<file path="config.mk">
export PLATFORM = sky130hd
export DESIGN_NAME = adc_dual_sdo
export DESIGN_NICKNAME = d
export VERILOG_FILES = /design/src/rtl/adc_sdo_pkg.sv /design/src/rtl/adc_sdo_sync.sv /design/src/rtl/adc_sdo_edge.sv /design/src/rtl/adc_sdo_lane.sv /design/src/rtl/adc_dual_sdo.sv
export SDC_FILE = /design/constraint.sdc
export NUM_CORES = 1
export LEC_CHECK = 0
export BUFFER_PORTS_ARGS = -buffer_cell sky130_fd_sc_hd__buf_2
export CAP_MARGIN = 15
export CORE_MARGIN = 4
export CORE_UTILIZATION = 43
export DETAILED_ROUTE_END_ITERATION = 12
export GPL_ROUTABILITY_DRIVEN = 0
export GPL_TIMING_DRIVEN = 1
export PLACE_DENSITY = 0.66
export SLEW_MARGIN = 20
export SYNTH_ARGS = -nofsm -noshare
export SYNTH_HDL_FRONTEND = slang
export SYNTH_SLANG_ARGS = --single-unit
</file>
<file path="constraint.sdc">
create_clock -name clk -period 5.9 [get_ports clk]
set_input_delay 0.885 -clock clk [delete_from_list [all_inputs] [get_ports clk]]
set_output_delay 0.885 -clock clk [all_outputs]
set_load 0.02 [all_outputs]
</file>
<file path="src/rtl/adc_sdo_pkg.sv">
package adc_sdo_pkg;

  typedef enum logic [2:0] {
    PH_QUIET,
    PH_OWN,
    PH_CROSS,
    PH_TAIL,
    PH_DONE
  } phase_e;

  // Frame phase that a given counted-edge number falls into.
  function automatic phase_e phase_of(input int unsigned c,
                                      input int unsigned conv,
                                      input int unsigned w,
                                      input int unsigned tail);
    if (c < conv)              return PH_QUIET;
    if (c < conv + w)          return PH_OWN;
    if (c < conv + 2 * w)      return PH_CROSS;
    if (c < conv + 2 * w + tail) return PH_TAIL;
    return PH_DONE;
  endfunction

  // Bit position within a word for edge c of a section starting at base.
  function automatic int unsigned bit_sel(input int unsigned c,
                                          input int unsigned base,
                                          input int unsigned w);
    return (w - 1) - (c - base);
  endfunction

endpackage

</file>
<file path="src/rtl/adc_sdo_sync.sv">
module adc_sdo_sync #(
  parameter int STAGES = 2,
  parameter int WIDTH  = 2
) (
  input  logic             clk,
  input  logic             rst_n,
  input  logic [WIDTH-1:0] d,
  output logic [WIDTH-1:0] q
);

  logic [STAGES-1:0][WIDTH-1:0] st;

  generate
    if (STAGES == 1) begin : g_single
      always_ff @(posedge clk or negedge rst_n) begin
        if (!rst_n) st <= '1;
        else        st <= d;
      end
    end else begin : g_chain
      always_ff @(posedge clk or negedge rst_n) begin
        if (!rst_n) st <= '1;
        else        st <= {st[STAGES-2:0], d};
      end
    end
  endgenerate

  assign q = st[STAGES-1];

endmodule

</file>
<file path="src/rtl/adc_sdo_edge.sv">
module adc_sdo_edge #(
  parameter int CW = 7
) (
  input  logic          clk,
  input  logic          rst_n,
  input  logic          cs_s,
  input  logic          sclk_s,
  output logic          frame_on,
  output logic          cs_fall,
  output logic          edge_stb,
  output logic [CW-1:0] cnt_q,
  output logic [CW-1:0] cnt_nx
);

  logic cs_d;
  logic sclk_d;
  logic sclk_fall;

  always_ff @(posedge clk or negedge rst_n) begin
    if (!rst_n) begin
      cs_d   <= 1'b1;
      sclk_d <= 1'b1;
    end else begin
      cs_d   <= cs_s;
      sclk_d <= sclk_s;
    end
  end

  assign frame_on  = ~cs_s;
  assign cs_fall   = cs_d & ~cs_s;
  assign sclk_fall = sclk_d & ~sclk_s;
  // A fall seen in the same sample as the select fall is skipped.
  assign edge_stb  = sclk_fall & ~cs_s & ~cs_d;
  assign cnt_nx    = (cnt_q == '1) ? cnt_q : cnt_q + 1'b1;

  always_ff @(posedge clk or negedge rst_n) begin
    if (!rst_n)         cnt_q <= '0;
    else if (!frame_on) cnt_q <= '0;
    else if (edge_stb)  cnt_q <= cnt_nx;
  end

endmodule

</file>
<file path="src/rtl/adc_sdo_lane.sv">
module adc_sdo_lane
  import adc_sdo_pkg::*;
#(
  parameter int W    = 12,
  parameter int CONV = 19,
  parameter int TAIL = 2,
  parameter int CW   = 7
) (
  input  logic          clk,
  input  logic          rst_n,
  input  logic          frame_on,
  input  logic          edge_stb,
  input  logic [CW-1:0] cnt_nx,
  input  logic [W-1:0]  own,
  input  logic [W-1:0]  other,
  output logic          dout,
  output logic          doe
);

  localparam int IW = (W > 1) ? $clog2(W) : 1;

  phase_e        ph;
  logic [IW-1:0] idx_own;
  logic [IW-1:0] idx_oth;
  logic          nb;

  always_comb begin
    ph      = phase_of(32'(cnt_nx), CONV, W, TAIL);
    idx_own = IW'(bit_sel(32'(cnt_nx), CONV, W));
    idx_oth = IW'(bit_sel(32'(cnt_nx), CONV + W, W));
    unique case (ph)
      PH_OWN:   nb = own[idx_own];
      PH_CROSS: nb = other[idx_oth];
      default:  nb = 1'b0;
    endcase
  end

  always_ff @(posedge clk or negedge rst_n) begin
    if (!rst_n) begin
      dout <= 1'b0;
      doe  <= 1'b0;
    end else if (!frame_on) begin
      dout <= 1'b0;
      doe  <= 1'b0;
    end else if (edge_stb) begin
      dout <= nb;
      doe  <= (ph == PH_OWN) || (ph == PH_CROSS) || (ph == PH_TAIL);
    end
  end

endmodule

</file>
<file path="src/rtl/adc_dual_sdo.sv">
module adc_dual_sdo #(
  parameter int W    = 12,
  parameter int CONV = 19,
  parameter int TAIL = 2,
  parameter int SYNC = 2
) (
  input  logic         clk,
  input  logic         rst_n,
  input  logic         cs_n,
  input  logic         sclk,
  input  logic [W-1:0] res_a,
  input  logic [W-1:0] res_b,
  output logic         dout_a,
  output logic         doe_a,
  output logic         dout_b,
  output logic         doe_b
);

  localparam int FRAME_END = CONV + 2 * W + TAIL;
  localparam int CW        = $clog2(FRAME_END + 1) + 1;

  logic [1:0]        sync_q;
  logic              cs_s;
  logic              sclk_s;
  logic              frame_on;
  logic              cs_fall;
  logic              edge_stb;
  logic [CW-1:0]     cnt_q;
  logic [CW-1:0]     cnt_nx;
  logic [1:0][W-1:0] word;
  logic [1:0]        dout_v;
  logic [1:0]        doe_v;

  adc_sdo_sync #(.STAGES(SYNC), .WIDTH(2)) u_sync (
    .clk   (clk),
    .rst_n (rst_n),
    .d     ({cs_n, sclk}),
    .q     (sync_q)
  );

  assign cs_s   = sync_q[1];
  assign sclk_s = sync_q[0];

  adc_sdo_edge #(.CW(CW)) u_edge (
    .clk      (clk),
    .rst_n    (rst_n),
    .cs_s     (cs_s),
    .sclk_s   (sclk_s),
    .frame_on (frame_on),
    .cs_fall  (cs_fall),
    .edge_stb (edge_stb),
    .cnt_q    (cnt_q),
    .cnt_nx   (cnt_nx)
  );

  // Capture both results at the sample point.
  always_ff @(posedge clk or negedge rst_n) begin
    if (!rst_n)       word <= '0;
    else if (cs_fall) word <= {res_b, res_a};
  end

  generate
    for (genvar g = 0; g < 2; g++) begin : g_lane
      adc_sdo_lane #(.W(W), .CONV(CONV), .TAIL(TAIL), .CW(CW)) u_lane (
        .clk      (clk),
        .rst_n    (rst_n),
        .frame_on (frame_on),
        .edge_stb (edge_stb),
        .cnt_nx   (cnt_nx),
        .own      (word[g]),
        .other    (word[1-g]),
        .dout     (dout_v[g]),
        .doe      (doe_v[g])
      );
    end
  endgenerate

  assign dout_a = dout_v[0];
  assign doe_a  = doe_v[0];
  assign dout_b = dout_v[1];
  assign doe_b  = doe_v[1];

endmodule

</file>
==> summary by stage <==
Outcome
The flow ran to the end, and the final reports show no timing, DRC or antenna violations.

Power and ir drop
The highest ir drop seen on vdd is 0.129 mV. In this run the power density over the cells is 250 nW/um2. The leakage power of the design is 1.00 nW. The design draws 0.602 mW.

Worst setup path
STA classifies the critical path endpoint as a flip-flop. The worst reg2reg path endpoint is g_lane[0].u_lane.dout$_DFFE_PN0P_. On the critical path the largest part of the delay comes from multiplexers. The startpoint identified for the worst register-to-register timing path is u_edge.cnt_q[0]$_DFFE_PN0P_. The data arrival time at the worst-slack endpoint is 2.98 ns. The startpoint type of the worst setup path is a flip-flop. The critical path class is flip-flop to flip-flop.

The stage delay of the slowest cell on the critical path is roughly 0.56 ns. The number of cells on the worst reg-to-reg path is 9. The standard cell with the maximum stage delay on the critical path is sky130_fd_sc_hd__mux4_2. The worst register-to-register path has a setup slack of 3.08 ns. The critical path runs through a total of 9 cells. Data on the critical path is required at its endpoint by between 6 and 7 ns.

Following the worst setup path forward leads to its endpoint at g_lane[0].u_lane.dout$_DFFE_PN0P_. The sum of buffers and inverters on the critical path is 0. The critical path starts at u_edge.cnt_q[0]$_DFFE_PN0P_. Of all nets on the critical path, the largest fanout is 10.

Walking the worst path, the cells encountered are ha_1 -> and4_4 -> nand3_4 -> mux2i_4 -> mux4_2 -> nand2_1 -> o21ai_1 -> a222oi_1 -> o22ai_1.

Min path
The min-delay analysis places its worst path in the category flip-flop to flip-flop.

Clocking
For this design, the CTS-stage hold fixing added 0 buffers. The clock buffer count from CTS is 5. The clock drives 40 sinks. Once the clock tree was built, the setup fixing pass inserted 0 buffers. The clock passes through at most 2 buffers. The maximum level of the CTS H-tree is 2.

The library cell used as clock root buffer is sky130_fd_sc_hd__clkbuf_8. TritonCTS built the clock tree. The clock-pin slew on the worst setup and hold paths is 0.08 ns. The number of gates resized after CTS was 0. The worst-skew pair later-pin latency is 0.29 ns.

Floorplanning
The width of the chip is 78.1 um. The floorplan step defined a die boundary enclosing 6110 um2. The initial utilization of the core area, before any placement, comes to 44.5%. 32 I/O pins were placed. The vertical die dimension is between 70 and 80 um. The area of the core region is 4750 um2. The site row count is 25.

Synth
The average instance area after synthesis is around 11 um2. The number of enable-type register cells in the synthesized netlist is 0. Among all flip-flop cells after synthesis, the most frequent one is sky130_fd_sc_hd__dfrtp_1. After synthesis the netlist holds a flip-flop and latch count of 40. The count of unique library cells instantiated by Yosys is 48. The cell taking the most area after synthesis is sky130_fd_sc_hd__dfrtp_1. Summing every instance area after synthesis gives between 2000 and 2500 um2. The share of the Yosys chip area taken by registers is between 40% and 50%. The share of Yosys cell area claimed by the top area cell type is a little over 40%.

By area the synthesized netlist is led by sky130_fd_sc_hd__dfrtp_1, sky130_fd_sc_hd__mux2_2, sky130_fd_sc_hd__dfstp_2, sky130_fd_sc_hd__nand2_1, sky130_fd_sc_hd__nand3_1. The share of synthesized registers carrying an async set or reset is 100%. The number of warnings issued by yosys is 0. The number of nets in the synthesized netlist is approximately 220.

The cell count after synthesis came out at 187.

STA
The post-route fraction of the period consumed by the critical path is 47.7%. Adding up every negative setup slack in the final design gives 0 ns. The number of max-slew violations in the final report is 0. The worst clock skew on the final layout is 0.00620 ns. The worst path needs 2.82 ns of the cycle, external delays included. Setup repair after global routing left no endpoint under its margin.

At the pin with the least slew margin, the transition time is about 0.86 ns. The maximum frequency from static timing analysis is 355 MHz. Setup violations remaining at the end of the flow were counted as 0. The count of endpoints failing hold in the final timing report is 0. On the final layout, the worst hold slack is roughly 0.36 ns. The worst relative slew slack is 42.7%. In the post-route analysis, the smallest setup slack over all paths is about 3.1 ns.

Detailed routing
The via count of the routed design is 1547. The final wirelength is 4070 um. The count of nets left with antenna violations once routing finished came out at 0. The detailed router finished its first iteration with 111 violations.

The first detailed-routing pass ran for 4 iterations. The routed via count divided by cell count is around 5.4. The routed length per placed instance is roughly 14 um. For this run, design rule violations remaining after detail routing come to 0.

Finish
The repair_antennas step left the layout with diodes totalling 0. For this run, the number of standard cells in the final layout without fillers is 284. At the end of the flow, the number of nets in the layout was 245. The number of fillers in the final layout is around 460. The area growth from synthesis to layout is 13.8%.

The sequential cells in the finished layout cover a total of 1010 um2. The library cells used most frequently in the layout, excluding fill and tap cells, are sky130_fd_sc_hd__dfrtp_1, sky130_fd_sc_hd__buf_2, sky130_fd_sc_hd__mux2_2, sky130_fd_sc_hd__nand2_1, sky130_fd_sc_hd__nand3_1. Summing all non-filler instances in the final layout gives an area of around 2400 um2. The proportion of layout cells with a drive suffix above 1 is 40.6%. The most common library cell in the layout ignoring fill and taps is sky130_fd_sc_hd__dfrtp_1. For this run, the share of the core covered by cells in the final layout is about 51%.

In the final layout, the multi-input gates occupy 1060 um2.

Placed design
Before CTS, the worst setup slack after placement is a little over 3 ns. The wire-length estimate of the detail-placed layout is 2950 um. In this run, placement finished with an instance count of 276. After detailed placement, the total cell area comes to 2310 um2. Buffers placed on the I/O ports in this run total 31.

Global route
The via count of the first global-routing pass is 1515. The global routing usage summed across all routing layers is 14.1%. The first global-routing pass estimated 6910 um of wire.

The pin count of the biggest net entering global routing is 41. The number of antenna violations at the first check in global routing is 0. The global route total overflow is 0.

Flow run
Across the run, the number of max-cap violations was 0.
[layout make-up]
type                    count  area share [%]
clock inverters             2           0.623
clock buffers               6            3.43
repair buffers             32            6.75
well taps                  67            3.48
flip-flops and latches     40            41.9
multi-input cells         137            43.8
[sequential cells by signal (all words and copies together) (netlist names)]
| name | flops |
|---|---|
| u_sync.q | 2 |
| word | 24 |
| g_lane.u_lane.doe | 1 |
| g_lane.u_lane.dout | 2 |
| u_edge.cnt_q | 7 |
| u_sync.st | 2 |
| u_edge.sclk_d | 1 |
| u_edge.cs_d | 1 |
[synthesized netlist by cell type, types with 2 or more instances]
cell type,count
sky130_fd_sc_hd__mux2_2,26
sky130_fd_sc_hd__o21ai_0,2
sky130_fd_sc_hd__nand3_1,11
sky130_fd_sc_hd__dfrtp_1,34
sky130_fd_sc_hd__o21a_1,5
sky130_fd_sc_hd__clkbuf_1,4
sky130_fd_sc_hd__a222oi_1,2
sky130_fd_sc_hd__nor3_1,3
sky130_fd_sc_hd__nand4_1,3
sky130_fd_sc_hd__a21boi_0,5
sky130_fd_sc_hd__dfstp_2,6
sky130_fd_sc_hd__a211oi_1,4
sky130_fd_sc_hd__a31oi_1,3
sky130_fd_sc_hd__buf_2,2
sky130_fd_sc_hd__a21oi_1,5
sky130_fd_sc_hd__o21ai_1,2
sky130_fd_sc_hd__buf_4,3
sky130_fd_sc_hd__xor2_1,2
sky130_fd_sc_hd__o22ai_1,2
sky130_fd_sc_hd__mux2i_1,5
sky130_fd_sc_hd__nand2_1,20
sky130_fd_sc_hd__and3_1,5
sky130_fd_sc_hd__nor2_1,6
sky130_fd_sc_hd__nand2_2,2
sky130_fd_sc_hd__o21ai_2,2
[routing by layer]
layer	routed length, um	vias to the layer above	track usage [%]
met4	58	0	4.72
met3	231	7	4.01
met5	0	-	0
met2	1830	46	22.3
met1	1950	737	18.6
li1	-	757	-
[worst min-delay path by stage]
stage               slack, ns              startpoint  cells past startpoint                     to
finish                   0.36  u_sync.st[0]$_DFF_PN1_                      0  u_sync.q[0]$_DFF_PN1_
global route             0.36  u_sync.st[1]$_DFF_PN1_                      0  u_sync.q[1]$_DFF_PN1_
CTS                      0.36  u_sync.st[0]$_DFF_PN1_                      0  u_sync.q[0]$_DFF_PN1_
detailed placement       0.35  u_sync.st[0]$_DFF_PN1_                      0  u_sync.q[0]$_DFF_PN1_
global placement         0.35  u_sync.st[0]$_DFF_PN1_                      0  u_sync.q[0]$_DFF_PN1_
floorplan                0.35  u_sync.st[0]$_DFF_PN1_                      0  u_sync.q[0]$_DFF_PN1_
[power breakdown]
| group | leakage [nW] | internal (mW) | total, mW | switching [mW] |
|---|---|---|---|---|
| clock network | 0.0434 | 0.0946 | 0.190 | 0.0951 |
| logic | 0.477 | 0.0511 | 0.0922 | 0.0410 |
| registers | 0.484 | 0.303 | 0.320 | 0.0174 |
| total | 1.00 | 0.449 | 0.602 | 0.153 |
[cells by family (layout without fill, tap and decap cells)]
logic type               count (synthesis)  after routing  synth area share, %
AND/OR/NAND/NOR                         61             61                 15.5
AO/OA/AOI/OAI                           40             40                 14.3
flip-flops                              40             40                 47.7
multiplexers                            33             33                 18.3
buffers and inverters                   10             40                 2.78
XOR/XNOR                                 2              2                0.828
adder cells (fa/ha/maj)                  1              1                0.591
[worst register-to-register path, cell delays in order (launching register included)]
cell	delay, ns
sky130_fd_sc_hd__dfrtp_1	0.54
sky130_fd_sc_hd__ha_1	0.31
sky130_fd_sc_hd__and4_4	0.28
sky130_fd_sc_hd__nand3_4	0.14
sky130_fd_sc_hd__mux2i_4	0.38
sky130_fd_sc_hd__mux4_2	0.56
sky130_fd_sc_hd__nand2_1	0.08
sky130_fd_sc_hd__o21ai_1	0.06
sky130_fd_sc_hd__a222oi_1	0.23
sky130_fd_sc_hd__o22ai_1	0.12
Power figures use the tool's default switching activity.
